[src/rtl/ocmp_pkg.sv]
package ocmp_pkg;

    localparam int CNT_W  = 16;
    localparam int MODE_W = 3;

    typedef enum logic [2:0] {
        ACT_NONE,
        ACT_SET,
        ACT_CLR,
        ACT_FLIP,
        ACT_LOAD
    } act_e;

    typedef enum logic [MODE_W-1:0] {
        MODE_FOLLOW   = 3'd0,
        MODE_SET      = 3'd1,
        MODE_FLIP_CLR = 3'd2,
        MODE_SET_CLR  = 3'd3,
        MODE_FLIP     = 3'd4,
        MODE_CLR      = 3'd5,
        MODE_FLIP_SET = 3'd6,
        MODE_CLR_SET  = 3'd7
    } mode_e;

    // action applied on the channel's own compare event
    function automatic act_e own_action(input mode_e m);
        act_e a;
        unique case (m)
            MODE_FOLLOW:   a = ACT_NONE;
            MODE_SET:      a = ACT_SET;
            MODE_FLIP_CLR: a = ACT_FLIP;
            MODE_SET_CLR:  a = ACT_SET;
            MODE_FLIP:     a = ACT_FLIP;
            MODE_CLR:      a = ACT_CLR;
            MODE_FLIP_SET: a = ACT_FLIP;
            MODE_CLR_SET:  a = ACT_CLR;
            default:       a = ACT_NONE;
        endcase
        return a;
    endfunction

    // action applied on the period-threshold strobe
    function automatic act_e period_action(input mode_e m);
        act_e a;
        unique case (m)
            MODE_FLIP_CLR,
            MODE_SET_CLR:  a = ACT_CLR;
            MODE_FLIP_SET,
            MODE_CLR_SET:  a = ACT_SET;
            default:       a = ACT_NONE;
        endcase
        return a;
    endfunction

endpackage

[src/rtl/ocmp_match.sv]
module ocmp_match #(
    parameter int CNT_W = 16
) (
    input  logic             tick_i,
    input  logic             cap_i,
    input  logic             period_i,
    input  logic [CNT_W-1:0] count_i,
    input  logic [CNT_W-1:0] cmp_i,
    output logic             own_hit_o,
    output logic             prd_hit_o
);
    logic live;

    always_comb begin
        live      = tick_i && !cap_i;
        own_hit_o = live && (count_i == cmp_i);
        prd_hit_o = live && period_i;
    end

endmodule

[src/rtl/ocmp_action.sv]
module ocmp_action
    import ocmp_pkg::*;
(
    input  mode_e mode_i,
    input  logic  cap_i,
    input  logic  out_bit_i,
    input  logic  own_hit_i,
    input  logic  prd_hit_i,
    output act_e  act_o,
    output logic  load_o
);
    always_comb begin
        load_o = out_bit_i;
        act_o  = ACT_NONE;
        if (cap_i) begin
            act_o = ACT_NONE;
        end else if (mode_i == MODE_FOLLOW) begin
            act_o = ACT_LOAD;
        end else if (prd_hit_i && period_action(mode_i) != ACT_NONE) begin
            act_o = period_action(mode_i);
        end else if (own_hit_i) begin
            act_o = own_action(mode_i);
        end
    end

endmodule

[src/rtl/ocmp_wave_fsm.sv]
module ocmp_wave_fsm
    import ocmp_pkg::*;
(
    input  logic clk,
    input  logic rst_n,
    input  act_e act_i,
    input  logic load_i,
    output logic wave_o
);
    typedef enum logic {ST_LOW, ST_HIGH} wst_e;

    wst_e state_q, state_d;

    always_comb begin
        state_d = state_q;
        unique case (act_i)
            ACT_NONE: state_d = state_q;
            ACT_SET:  state_d = ST_HIGH;
            ACT_CLR:  state_d = ST_LOW;
            ACT_FLIP: state_d = (state_q == ST_HIGH) ? ST_LOW : ST_HIGH;
            ACT_LOAD: state_d = load_i ? ST_HIGH : ST_LOW;
            default:  state_d = state_q;
        endcase
    end

    always_ff @(posedge clk or negedge rst_n) begin
        if (!rst_n) state_q <= ST_LOW;
        else        state_q <= state_d;
    end

    always_comb begin
        wave_o = (state_q == ST_HIGH);
    end

    // R3 toggle action inverts the output level
    p_flip_inverts_r3: assert property (@(posedge clk) disable iff (!rst_n)
        act_i == ACT_FLIP |=> wave_o != $past(wave_o));

    // R5 forced bit reaches the output one edge later
    p_load_follows_r5: assert property (@(posedge clk) disable iff (!rst_n)
        act_i == ACT_LOAD |=> wave_o == $past(load_i));

endmodule

[src/rtl/ocmp_channel.sv]
module ocmp_channel
    import ocmp_pkg::*;
#(
    parameter int CW = CNT_W
) (
    input  logic          clk,
    input  logic          rst_n,
    input  logic          tick_i,
    input  logic [CW-1:0] count_i,
    input  logic          period_i,
    input  logic          cmp_we_i,
    input  logic [CW-1:0] cmp_wdata_i,
    input  logic          ctl_we_i,
    input  logic [2:0]    ctl_mode_i,
    input  logic          ctl_out_i,
    input  logic          ctl_cap_i,
    input  logic          ctl_ie_i,
    input  logic          ctl_flag_i,
    output logic          wave_o,
    output logic          flag_o,
    output logic          irq_o
);
    logic [CW-1:0] cmp_q;
    mode_e         mode_q;
    logic          out_q, cap_q, ie_q, flag_q;
    logic          own_hit, prd_hit, load;
    act_e          act;

    always_ff @(posedge clk or negedge rst_n) begin
        if (!rst_n) begin
            cmp_q  <= '0;
            mode_q <= MODE_FOLLOW;
            out_q  <= 1'b0;
            cap_q  <= 1'b0;
            ie_q   <= 1'b0;
        end else begin
            if (cmp_we_i) cmp_q <= cmp_wdata_i;
            if (ctl_we_i) begin
                mode_q <= mode_e'(ctl_mode_i);
                out_q  <= ctl_out_i;
                cap_q  <= ctl_cap_i;
                ie_q   <= ctl_ie_i;
            end
        end
    end

    // event wins over a clearing write on the same edge
    always_ff @(posedge clk or negedge rst_n) begin
        if (!rst_n)                      flag_q <= 1'b0;
        else if (own_hit)                flag_q <= 1'b1;
        else if (ctl_we_i && !ctl_flag_i) flag_q <= 1'b0;
    end

    ocmp_match #(.CNT_W(CW)) u_match (
        .tick_i    (tick_i),
        .cap_i     (cap_q),
        .period_i  (period_i),
        .count_i   (count_i),
        .cmp_i     (cmp_q),
        .own_hit_o (own_hit),
        .prd_hit_o (prd_hit)
    );

    ocmp_action u_action (
        .mode_i    (mode_q),
        .cap_i     (cap_q),
        .out_bit_i (out_q),
        .own_hit_i (own_hit),
        .prd_hit_i (prd_hit),
        .act_o     (act),
        .load_o    (load)
    );

    ocmp_wave_fsm u_fsm (
        .clk    (clk),
        .rst_n  (rst_n),
        .act_i  (act),
        .load_i (load),
        .wave_o (wave_o)
    );

    assign flag_o = flag_q;
    assign irq_o  = flag_q & ie_q;

    // R6 a matching enabled count always sets the flag
    p_event_sets_flag_r6: assert property (@(posedge clk) disable iff (!rst_n)
        (tick_i && !cap_q && count_i == cmp_q) |=> flag_o);

    // R8 capture select keeps a clear flag clear
    p_capture_quiet_r8: assert property (@(posedge clk) disable iff (!rst_n)
        (cap_q && !flag_q) |=> !flag_o);

    // R9 without a count enable the output holds outside mode 0
    p_hold_level_r9: assert property (@(posedge clk) disable iff (!rst_n)
        (!tick_i && mode_q != MODE_FOLLOW) |=> $stable(wave_o));

    // R7 request never without the flag
    p_irq_needs_flag_r7: assert property (@(posedge clk) disable iff (!rst_n)
        $rose(irq_o) |-> flag_o);

endmodule

[config.mk]
export PLATFORM = sky130hd
export DESIGN_NAME = ocmp_channel
export DESIGN_NICKNAME = d
export VERILOG_FILES = /design/src/rtl/ocmp_pkg.sv /design/src/rtl/ocmp_match.sv /design/src/rtl/ocmp_action.sv /design/src/rtl/ocmp_wave_fsm.sv /design/src/rtl/ocmp_channel.sv
export SDC_FILE = /design/constraint.sdc
export NUM_CORES = 1
export LEC_CHECK = 0
export ABC_AREA = 0
export ABC_CLOCK_PERIOD_IN_PS = 2400
export BUFFER_PORTS_ARGS = -buffer_cell sky130_fd_sc_hd__buf_2
export CAP_MARGIN = 5
export CORE_ASPECT_RATIO = 0.5
export CORE_MARGIN = 1.5
export CORE_UTILIZATION = 48
export DETAILED_ROUTE_END_ITERATION = 10
export HOLD_SLACK_MARGIN = 0.06
export PLACE_DENSITY = 0.88
export SLEW_MARGIN = 10
export SYNTH_ARGS = -nofsm -noshare
export SYNTH_HDL_FRONTEND = slang
export SYNTH_HIERARCHICAL = 1
export SYNTH_SLANG_ARGS = --single-unit
[constraint.sdc]
create_clock -name clk -period 2.4 [get_ports clk]
set_input_delay 0.24 -clock clk [delete_from_list [all_inputs] [get_ports clk]]
set_output_delay 0.24 -clock clk [all_outputs]
set_load 0.05 [all_outputs]
=== Word-level counts from Yosys, hierarchy flattened ===
Memories as Yosys holds them, arrays and structs flattened.
Index checks and enable logic that the tools add are counted.

* Add/subtract/negate cells: 0
* $mul: 0
* Divide/modulo/power cells: 0
* Order comparisons: 0
* Eq/ne operators: 9
* Shift-type cells: 0
* Multiplexer cells: 12
* Bitwise logic cells: 1
* Reductions and logical operators: 13

{| class="wikitable"
|+ Operators by type and width
! cell !! count
|-
| $mux W3 || 6
|-
| $eq A16 B16 Y1 || 1
|-
| $eq A3 B2 Y1 const B || 4
|-
| $eq A3 B3 Y1 const B || 3
|-
| $logic_and A1 B1 Y1 || 5
|-
| $mux W1 || 4
|-
| $pmux W1 S4 || 1
|-
| $pmux W2 S2 || 1
|-
| $reduce_bool A4 Y1 || 1
|-
| $reduce_or A2 Y1 || 2
|-
| $eq A3 B1 Y1 const B || 1
|-
| $logic_not A3 Y1 || 1
|-
| $reduce_bool A3 Y1 || 1
|-
| $logic_not A1 Y1 || 2
|-
| $reduce_bool A2 Y1 || 1
|-
| $and A1 B1 Y1 || 1
|}

* Register bits: 24
* Latch bits: 0
* Memory bits (writable): 0
* Bits in read-only memories: 16
* Bits of input ports: 45
* Output and inout port bits: 3
* Memories kept: 1

{| class="wikitable"
|+ Memory list
! name !! depth !! bits a word !! rd ports !! clocked after memory_dff !! wr ports !! line !! text
|-
| (no name shown) || 8 || 2 || 1 || 0 || 0 || ocmp_pkg.sv:28 || <nowiki>unique case (m)</nowiki>
|}

=== Depth between registers and ports, before layout ===
Gate-level depths: netlist of run 1.

* Depth in word-level cells: 12
* Mapped depth: 10

=== Hierarchy ===
Netlist of run 1, hierarchy kept.

{| class="wikitable"
|+ Modules (own cells, without submodules)
! module !! instances !! cells an instance !! area each (µm²) !! seq. area each (µm²)
|-
| ocmp_channel || 1 || 51 || 917.1 || 575.6
|-
| ocmp_match || 1 || 23 || 193.9 || 0.0
|-
| ocmp_action || 1 || 15 || 102.6 || 0.0
|-
| ocmp_wave_fsm || 1 || 8 || 67.6 || 25.0
|}

=== Worst setup path after synthesis of run 1 ===
Ideal clock, no wire load.

* Path kind: register -> register
* From: register cmp_q[11]
* To: register u_fsm.state_q, in the netlist u_fsm/wave_o
* Library setup time: 0.126 ns
* Arrival: 1.958 ns
* Required time: 2.274 ns
* Setup slack: 0.316 ns
* Cell stages (with the launch flop): 11
* Path buffers: 0
* Cell sequence: dfrtp_1 -> xor2_1 -> nor4_1 -> nand4_1 -> nor4b_2 -> nor2b_1 -> o21ai_1 -> a21oi_1 -> mux2i_1 -> a21oi_1 -> o21ai_1

* Cells in the longest elaborated chain, start to end: 8
* Elaborated cells on any way between the ends: 12
* Those cells by class: eq/ne (5); mux (5); reduce/logical (2)

{| class="wikitable"
|+ Ends and longest elaborated chain
! what !! line !! text
|-
| from (decl) || ocmp_channel.sv:23 || <nowiki>logic [CW-1:0] cmp_q;</nowiki>
|-
| from (signal assigned) || ocmp_channel.sv:37 || <nowiki>if (cmp_we_i) cmp_q <= cmp_wdata_i;</nowiki>
|-
| $eq A16 B16 Y1 * || ocmp_match.sv:16 || <nowiki>own_hit_o = live && (count_i == cmp_i);</nowiki>
|-
| $logic_and A1 B1 Y1 * || ocmp_match.sv:16 ||
|-
| named net own_hit || ocmp_channel.sv:26 || <nowiki>logic own_hit, prd_hit, load;</nowiki>
|-
| $mux W3 * || ocmp_action.sv:21 || <nowiki>end else if (own_hit_i) begin</nowiki>
|-
| $mux W3 * || ocmp_action.sv:19 || <nowiki>end else if (prd_hit_i && period_action(mode_i) != ACT_NONE) begin</nowiki>
|-
| $mux W3 * || ocmp_action.sv:17 || <nowiki>end else if (mode_i == MODE_FOLLOW) begin</nowiki>
|-
| $mux W3 * || ocmp_action.sv:15 || <nowiki>if (cap_i) begin</nowiki>
|-
| named net act[1] || ocmp_channel.sv:27 || <nowiki>act_e act;</nowiki>
|-
| $eq A3 B3 Y1, or another cell as far along || ocmp_wave_fsm.sv:16 || <nowiki>unique case (act_i)</nowiki>
|-
| $pmux W1 S4 / $reduce_bool A4 Y1 (equally long branches) || n/a ||
|-
| to (signal assigned) || ocmp_wave_fsm.sv:28 || <nowiki>else state_q <= state_d;</nowiki>
|-
| to (decl) || ocmp_wave_fsm.sv:12 || <nowiki>wst_e state_q, state_d;</nowiki>
|}

Mark *: on every way through the listed nets, which the timed path passes. The rest lies on a longest branch.
A chain may end at the register's enable or synchronous reset.

=== Worst setup path after layout of run 1 ===
Ends and elaborated chain as after synthesis.

==> results.json, run 1 <==
{
  "pwr-share-seq_pct": 50.2,
  "syn_avg_cell_area_um2": 13.2,
  "vdd_drop_max_mv": 0.460,
  "yosys_warnings": 6,
  "sw_frac_of_total_pct": 27.6,
  "crit_chain": "xor2_1, nor4_1, nand4_1, nor4b_4, nor2b_4, o21ai_2, a21oi_2, mux2i_1, a21oi_1, o21ai_1",
  "drtIter0Drc": 28,
  "start_util_pct": 54.0,
  "r2r_cells": 10,
  "hold_ws_ps": 201,
  "fin_skew_ps": 5.18,
  "numPortBuffers": 47,
  "period_needed_ps": 2340,
  "status": "completed",
  "hold_viol": 0,
  "rows": 12,
  "power_density_nw_per_um2": 601,
  "dp_cells": 176,
  "dr.pass1.iters": 4,
  "cts_sinks": 24,
  "place.gp.congestion": 0.711,
  "p_clk_share_pct": 28.0,
  "p_comb_share_pct": 21.9,
  "cp_top_family": "simple AND/OR/NAND/NOR gates",
  "yosys-top-cells-count": "dfrtp_1 (24), xor2_1 (16), mux2_2 (12)",
  "drc": 0,
  "setup-violations-final": 0,
  "internal_power_mw": 0.707,
  "path_class": "reg -> reg",
  "p_sw_mw": 0.270,
  "io_pins": 48,
  "grt_pass1_wl_um": 4210,
  "rsz0062_at_grt": "true",
  "n_fill_cell": 183,
  "nNetsFinal": 193,
  "root_buffer": "clkbuf_8",
  "ys.flop_type": "dfrtp_1",
  "fin_crit_sh_pct": 97.4,
  "grt_remaining_overflow": 0,
  "post_drt_wl_per_cell_um": 14.7,
  "synth_edf_count": 0,
  "clockBufferDepth": 2,
  "cp-end-kind": "flop",
  "track_usage_pct": 19.3,
  "antenna_found_initial": 0,
  "hp-class": "in -> reg",
  "maxCapViolations": 0,
  "cts_tree": "yes",
  "synth.top_cell.area_share_pct": 46.9,
  "synth-seq-cells": 24,
  "diodes": 0,
  "dp_hpwl_um": 1930,
  "whs_path_depth": 2,
  "vias": 915,
  "yosys-top-cells-area": "dfrtp_1 (47%), mux2_4 (12%), xor2_1 (11%), mux2_2 (11%), nor4_1 (2.0%)",
  "startpoint_type": "flop",
  "grt_max_degree": 25,
  "grt_pass1_vias": 918,
  "path_buf_inv": 0,
  "htree_levels": 1,
  "core_area_um2": 2370,
  "arrival_ps": 2500,
  "yosysTopAreaCell": "dfrtp_1",
  "slew_headroom_pct": 62.5,
  "clk_pin_slew_ps": 80,
  "crit_slowest_cell": "dfrtp_1",
  "die_h_um": 39.5,
  "yosys.cell_count.top_type": "dfrtp_1",
  "cts_buffers": 3,
  "vias_per_cell": 5.03,
  "fin_cells": 182,
  "clk_latency_ps": 270,
  "design.die.area_um2": 3010,
  "die_w_um": 76.1,
  "ys_seq_area_share_pct": 46.9,
  "slowest_delay_ps": 400,
  "yosysUniqueCellTypes": 29,
  "max_freq_mhz": 428,
  "netlist_instances": 97,
  "layout-drive-gt1-share_pct": 56.5,
  "drv_slew": 0,
  "ant_nets": 0,
  "synth.net_count": 142,
  "worstMarginPinSlew_ps": 558,
  "path_depth": 10,
  "wl_um": 2680,
  "syn_area_um2": 1280,
  "p_leak_nw": 0.792,
  "syn_to_final_growth_pct": 27.0,
  "cp.required_ps": 2560,
  "path_max_fanout": 3,
  "ys_async_sr_fraction_pct": 100
}
[metal layers]
layer  part of all wire (%)  global-route usage, %  up-vias  wire (um)
li1                       -                      -      438          -
met1                     43                   23.1      440       1160
met2                     50                   34.2       31       1350
met3                    4.7                   5.35        6        126
met4                    1.7                   8.33        0         46
met5                      0                      0        -          0
[layout by cell type, fill, tap and decap left out]
| cell | Yosys | final |
|---|---|---|
| buf_2 | 1 | 47 |
| dfrtp_1 | 24 | 24 |
| xor2_1 | 16 | 16 |
| mux2_2 | 12 | 12 |
| mux2_4 | 10 | 10 |
| clkbuf_8 | 0 | 4 |
| nor4_1 | 4 | 3 |
| buf_4 | 1 | 2 |
| nand3_1 | 2 | 2 |
| nor2b_4 | 1 | 2 |
| nor2b_1 | 3 | 2 |
| a21oi_2 | 1 | 2 |
| inv_1 | 2 | 2 |
| a21oi_1 | 3 | 2 |
| and2_1 | 1 | 1 |
| nand2b_1 | 1 | 1 |
| a21o_1 | 1 | 1 |
| dlygate4sd3_1 | 0 | 1 |
| nand2_1 | 1 | 1 |
| o21ai_2 | 0 | 1 |
| or2_1 | 1 | 1 |
| o221ai_2 | 1 | 1 |
| a31oi_1 | 1 | 1 |
| mux2i_1 | 1 | 1 |
| and3_1 | 1 | 1 |
| o21ai_1 | 2 | 1 |
| nor4_2 | 0 | 1 |
| nor3_1 | 1 | 1 |
| nand4_1 | 1 | 1 |
| nor4b_4 | 0 | 1 |
| and3b_1 | 1 | 1 |
[power groups by stage]
stage	logic [mW]	registers, mW	clock network, mW
after floorplan	0.119	0.511	0
after global placement	0.196	0.493	0
after detailed placement	0.204	0.496	0
after CTS	0.209	0.488	0.277
after global routing	0.232	0.497	0.302
final	0.213	0.490	0.273
[sequential cells by signal, indices dropped and copies added, names as in the netlist]
name and cells:
mode_q 3, ie_q 1, u_fsm/wave_o 1, flag_o 1
cap_q 1, cmp_q 16, out_q 1
[worst paths after layout]
kind / endpoint / startpoint / slack, ps
max in group asynchronous: cmp_q[5] / rst_n / 1540
min reg2reg: ie_q / ie_q / 510
min in group asynchronous: mode_q[2] / rst_n / 510
min: out_q / ctl_out_i / 200
max reg2reg: u_fsm/wave_o / cmp_q[11] / 60
max: u_fsm/wave_o / cmp_q[11] / 60
[metrics by stage]
| stage | area, um2 | total power, mW | utilization (%) | setup TNS [ps] | worst slack (ps) |
|---|---|---|---|---|---|
| 6_report | 1630 | 0.977 | 68.6 | 0 | 61.3 |
| 5_1_grt | 1630 | 1.03 | 68.6 | -25.8 | -25.8 |
| 3_3_place_gp | 1520 | 0.689 | 64.2 | 0 | 173 |
| 4_1_cts | 1600 | 0.974 | 67.2 | 0 | 22.2 |
| 2_1_floorplan | 1280 | 0.631 | - | 0 | 316 |
| 3_5_place_dp | 1520 | 0.700 | 64.2 | 0 | 31.0 |
[area by class of cell]
type                    count  area (um2)  share of cell area (%)
clock buffers               4        55.1                    3.38
inverters                   2        7.51                   0.462
flip-flops and latches     24         601                    36.9
well taps                  35        43.8                    2.69
multi-input cells          67         659                    40.5
repair buffers             50         260                    16.0
[kinds of logic after synthesis]
logic type / Yosys count / share of synthesized area (%)
AOI/OAI and AO/OA: 9 / 4.88
xor gates and xnor gates: 16 / 10.9
buffers and inverters: 6 / 4.00
DFF: 24 / 46.9
muxes: 23 / 23.0
and+or+nand+nor: 19 / 10.3
[what timing repair did]
action | CTS | global route
endpoints found under the setup margin | 1 | 1
hold endpoints to repair | 24 | 0
gates resized for setup | 1 | 5
hold buffers | 1 | 0
pin swaps | 0 | 7
buffers inserted | 0 | 1
Note: power is estimated with default switching activity, not from simulation.
==> run 2: changes to the inputs <==
- MAX_ROUTING_LAYER: unset -> met4
==> run 2 against run 1 <==
Maximum frequency is essentially flat. Via count is the same. First-iteration DRC count shrank 3.6%. Utilization is the same. Worst setup slack is essentially flat. Non-clock buffer count is the same. Wire length is essentially flat. Power is essentially flat. Highest routed layer unchanged.
==> results.json, run 2 (same netlist as run 1, synthesis figures left out) <==
{
  "p_clk_share_pct": 28.0,
  "vias_per_cell": 5.03,
  "multi_input_area_um2": 659,
  "rows": 12,
  "dr.pass1.iters": 4,
  "post_drt_wl_per_cell_um": 14.7,
  "reg_top3": "cmp_q x16, mode_q x3",
  "max_freq_mhz": 428,
  "arrival_ps": 2500,
  "drtIter0Drc": 27,
  "dp_cells": 176,
  "pwr-share-seq_pct": 50.2,
  "io_pins": 48,
  "status": "completed",
  "core_area_um2": 2370,
  "hp-class": "in -> reg",
  "final_cell_mix": "buf_2 (47), dfrtp_1 (24), xor2_1 (16), mux2_2 (12), mux2_4 (10)",
  "maxCapViolations": 0,
  "root_buffer": "clkbuf_8",
  "drc": 0,
  "htree_levels": 1,
  "grt_remaining_overflow": 0,
  "regMostFlops": "cmp_q",
  "largest_register_ffs": 16,
  "antenna_found_initial": 0,
  "p_sw_mw": 0.270,
  "clk_pin_slew_ps": 80,
  "syn_to_final_growth_pct": 27.0,
  "cts_buffers": 3,
  "fin_skew_ps": 5.20,
  "nNetsFinal": 193,
  "grt_pass1_wl_um": 4220,
  "layout-drive-gt1-share_pct": 56.5,
  "fin_tns_setup_ps": 0,
  "grt_max_degree": 25,
  "sw_frac_of_total_pct": 27.6,
  "slowest_delay_ps": 400,
  "placed_area_um2": 1520,
  "drv_slew": 0,
  "cp-end-kind": "flop",
  "clk_latency_ps": 270,
  "numPortBuffers": 47,
  "dp_hpwl_um": 1930,
  "clockBufferDepth": 2,
  "diodes": 0,
  "setup-violations-final": 0,
  "regArea_um2": 601,
  "path_max_fanout": 3,
  "hold_viol": 0,
  "post-route-cell-area_um2": 1630,
  "post-place-ws_ps": 31.0,
  "layout_setup_ws_ps": 61.3,
  "internal_power_mw": 0.707,
  "fin_crit_sh_pct": 97.4,
  "cts_tree": "yes",
  "n_fill_cell": 183,
  "crit_slowest_cell": "dfrtp_1",
  "design.die.area_um2": 3010,
  "vdd_drop_max_mv": 0.459,
  "place.gp.congestion": 0.719,
  "cts_sinks": 24,
  "cp.required_ps": 2560,
  "slew_headroom_pct": 62.5,
  "period_needed_ps": 2340,
  "track_usage_pct": 19.8,
  "layout_commonest_cell": "buf_2",
  "fin_cells": 182,
  "die_w_um": 76.1,
  "grt_pass1_vias": 922,
  "die_h_um": 39.5,
  "rsz0062_at_grt": "true",
  "ant_nets": 0,
  "p_leak_nw": 0.792,
  "start_util_pct": 54.0,
  "power_density_nw_per_um2": 601,
  "crit_chain": "xor2_1, nor4_1, nand4_1, nor4b_4, nor2b_4, o21ai_2, a21oi_2, mux2i_1, a21oi_1, o21ai_1",
  "p_total_mw": 0.977,
  "p_comb_share_pct": 21.8,
  "startpoint_type": "flop",
  "wl_um": 2680,
  "worstMarginPinSlew_ps": 558,
  "vias": 915,
  "path_class": "reg -> reg"
}
run 2: what timing repair did:
| action | CTS | global route |
|---|---|---|
| endpoints found under the hold margin | 24 | 0 |
| cloned | 0 | 0 |
| hold buffers | 1 | 0 |
| resized for setup | 1 | 5 |
| buffers inserted | 0 | 1 |
| pin swaps | 0 | 7 |
| setup endpoints to repair | 1 | 1 |
run 2: critical path: cells and delay by family (launching register included):
kind / cells / cell delay, ps
and+or+nand+nor: 4 / 1120
xor gates and xnor gates: 1 / 170
DFF: 1 / 400
AOI/OAI and AO/OA: 4 / 460
muxes: 1 / 100
run 2: power by group through the flow:
stage                     clock (mW)  sequential, mW  combinational, mW
after floorplan                    0           0.511              0.119
after global placement             0           0.493              0.196
after detailed placement           0           0.496              0.204
after CTS                      0.277           0.488              0.209
after global routing           0.302           0.497              0.232
final                          0.273           0.490              0.213
run 2: through the flow:
stage                     hold slack (ps)  util (%)
final                                 201      68.6
after global routing                  193      68.6
after CTS                             197      67.2
after detailed placement              257      64.2
after global placement                238      64.2
after floorplan                     -55.6         -
run 2: worst paths after layout:
| path | start | endpoint | cells past startpoint | slack (ps) |
|---|---|---|---|---|
| max | cmp_q[11] | u_fsm/wave_o | 10 | 60 |
| max reg2reg | cmp_q[11] | u_fsm/wave_o | 10 | 60 |
| max in group asynchronous | rst_n | cmp_q[5] | 2 | 1540 |
| min | ctl_out_i | out_q | 2 | 200 |
| min in group asynchronous | rst_n | mode_q[2] | 2 | 510 |
| min reg2reg | ie_q | ie_q | 1 | 510 |
run 2: layout make-up:
| type | count | share of cell area, % |
|---|---|---|
| multi-input combinational | 67 | 40.5 |
| clock buffer | 4 | 3.38 |
| inverter | 2 | 0.462 |
| sequential | 24 | 36.9 |
| tap | 35 | 2.69 |
| timing repair buffer | 50 | 16.0 |
run 2: metal layers:
metal | vias up | part of all wire, % | track usage (%)
met5 | - | 0 | -
met3 | 6 | 4.1 | 5.35
met1 | 440 | 44 | 22.8
met4 | 0 | 1.8 | 8.33
met2 | 31 | 50 | 34.5
li1 | 438 | - | -
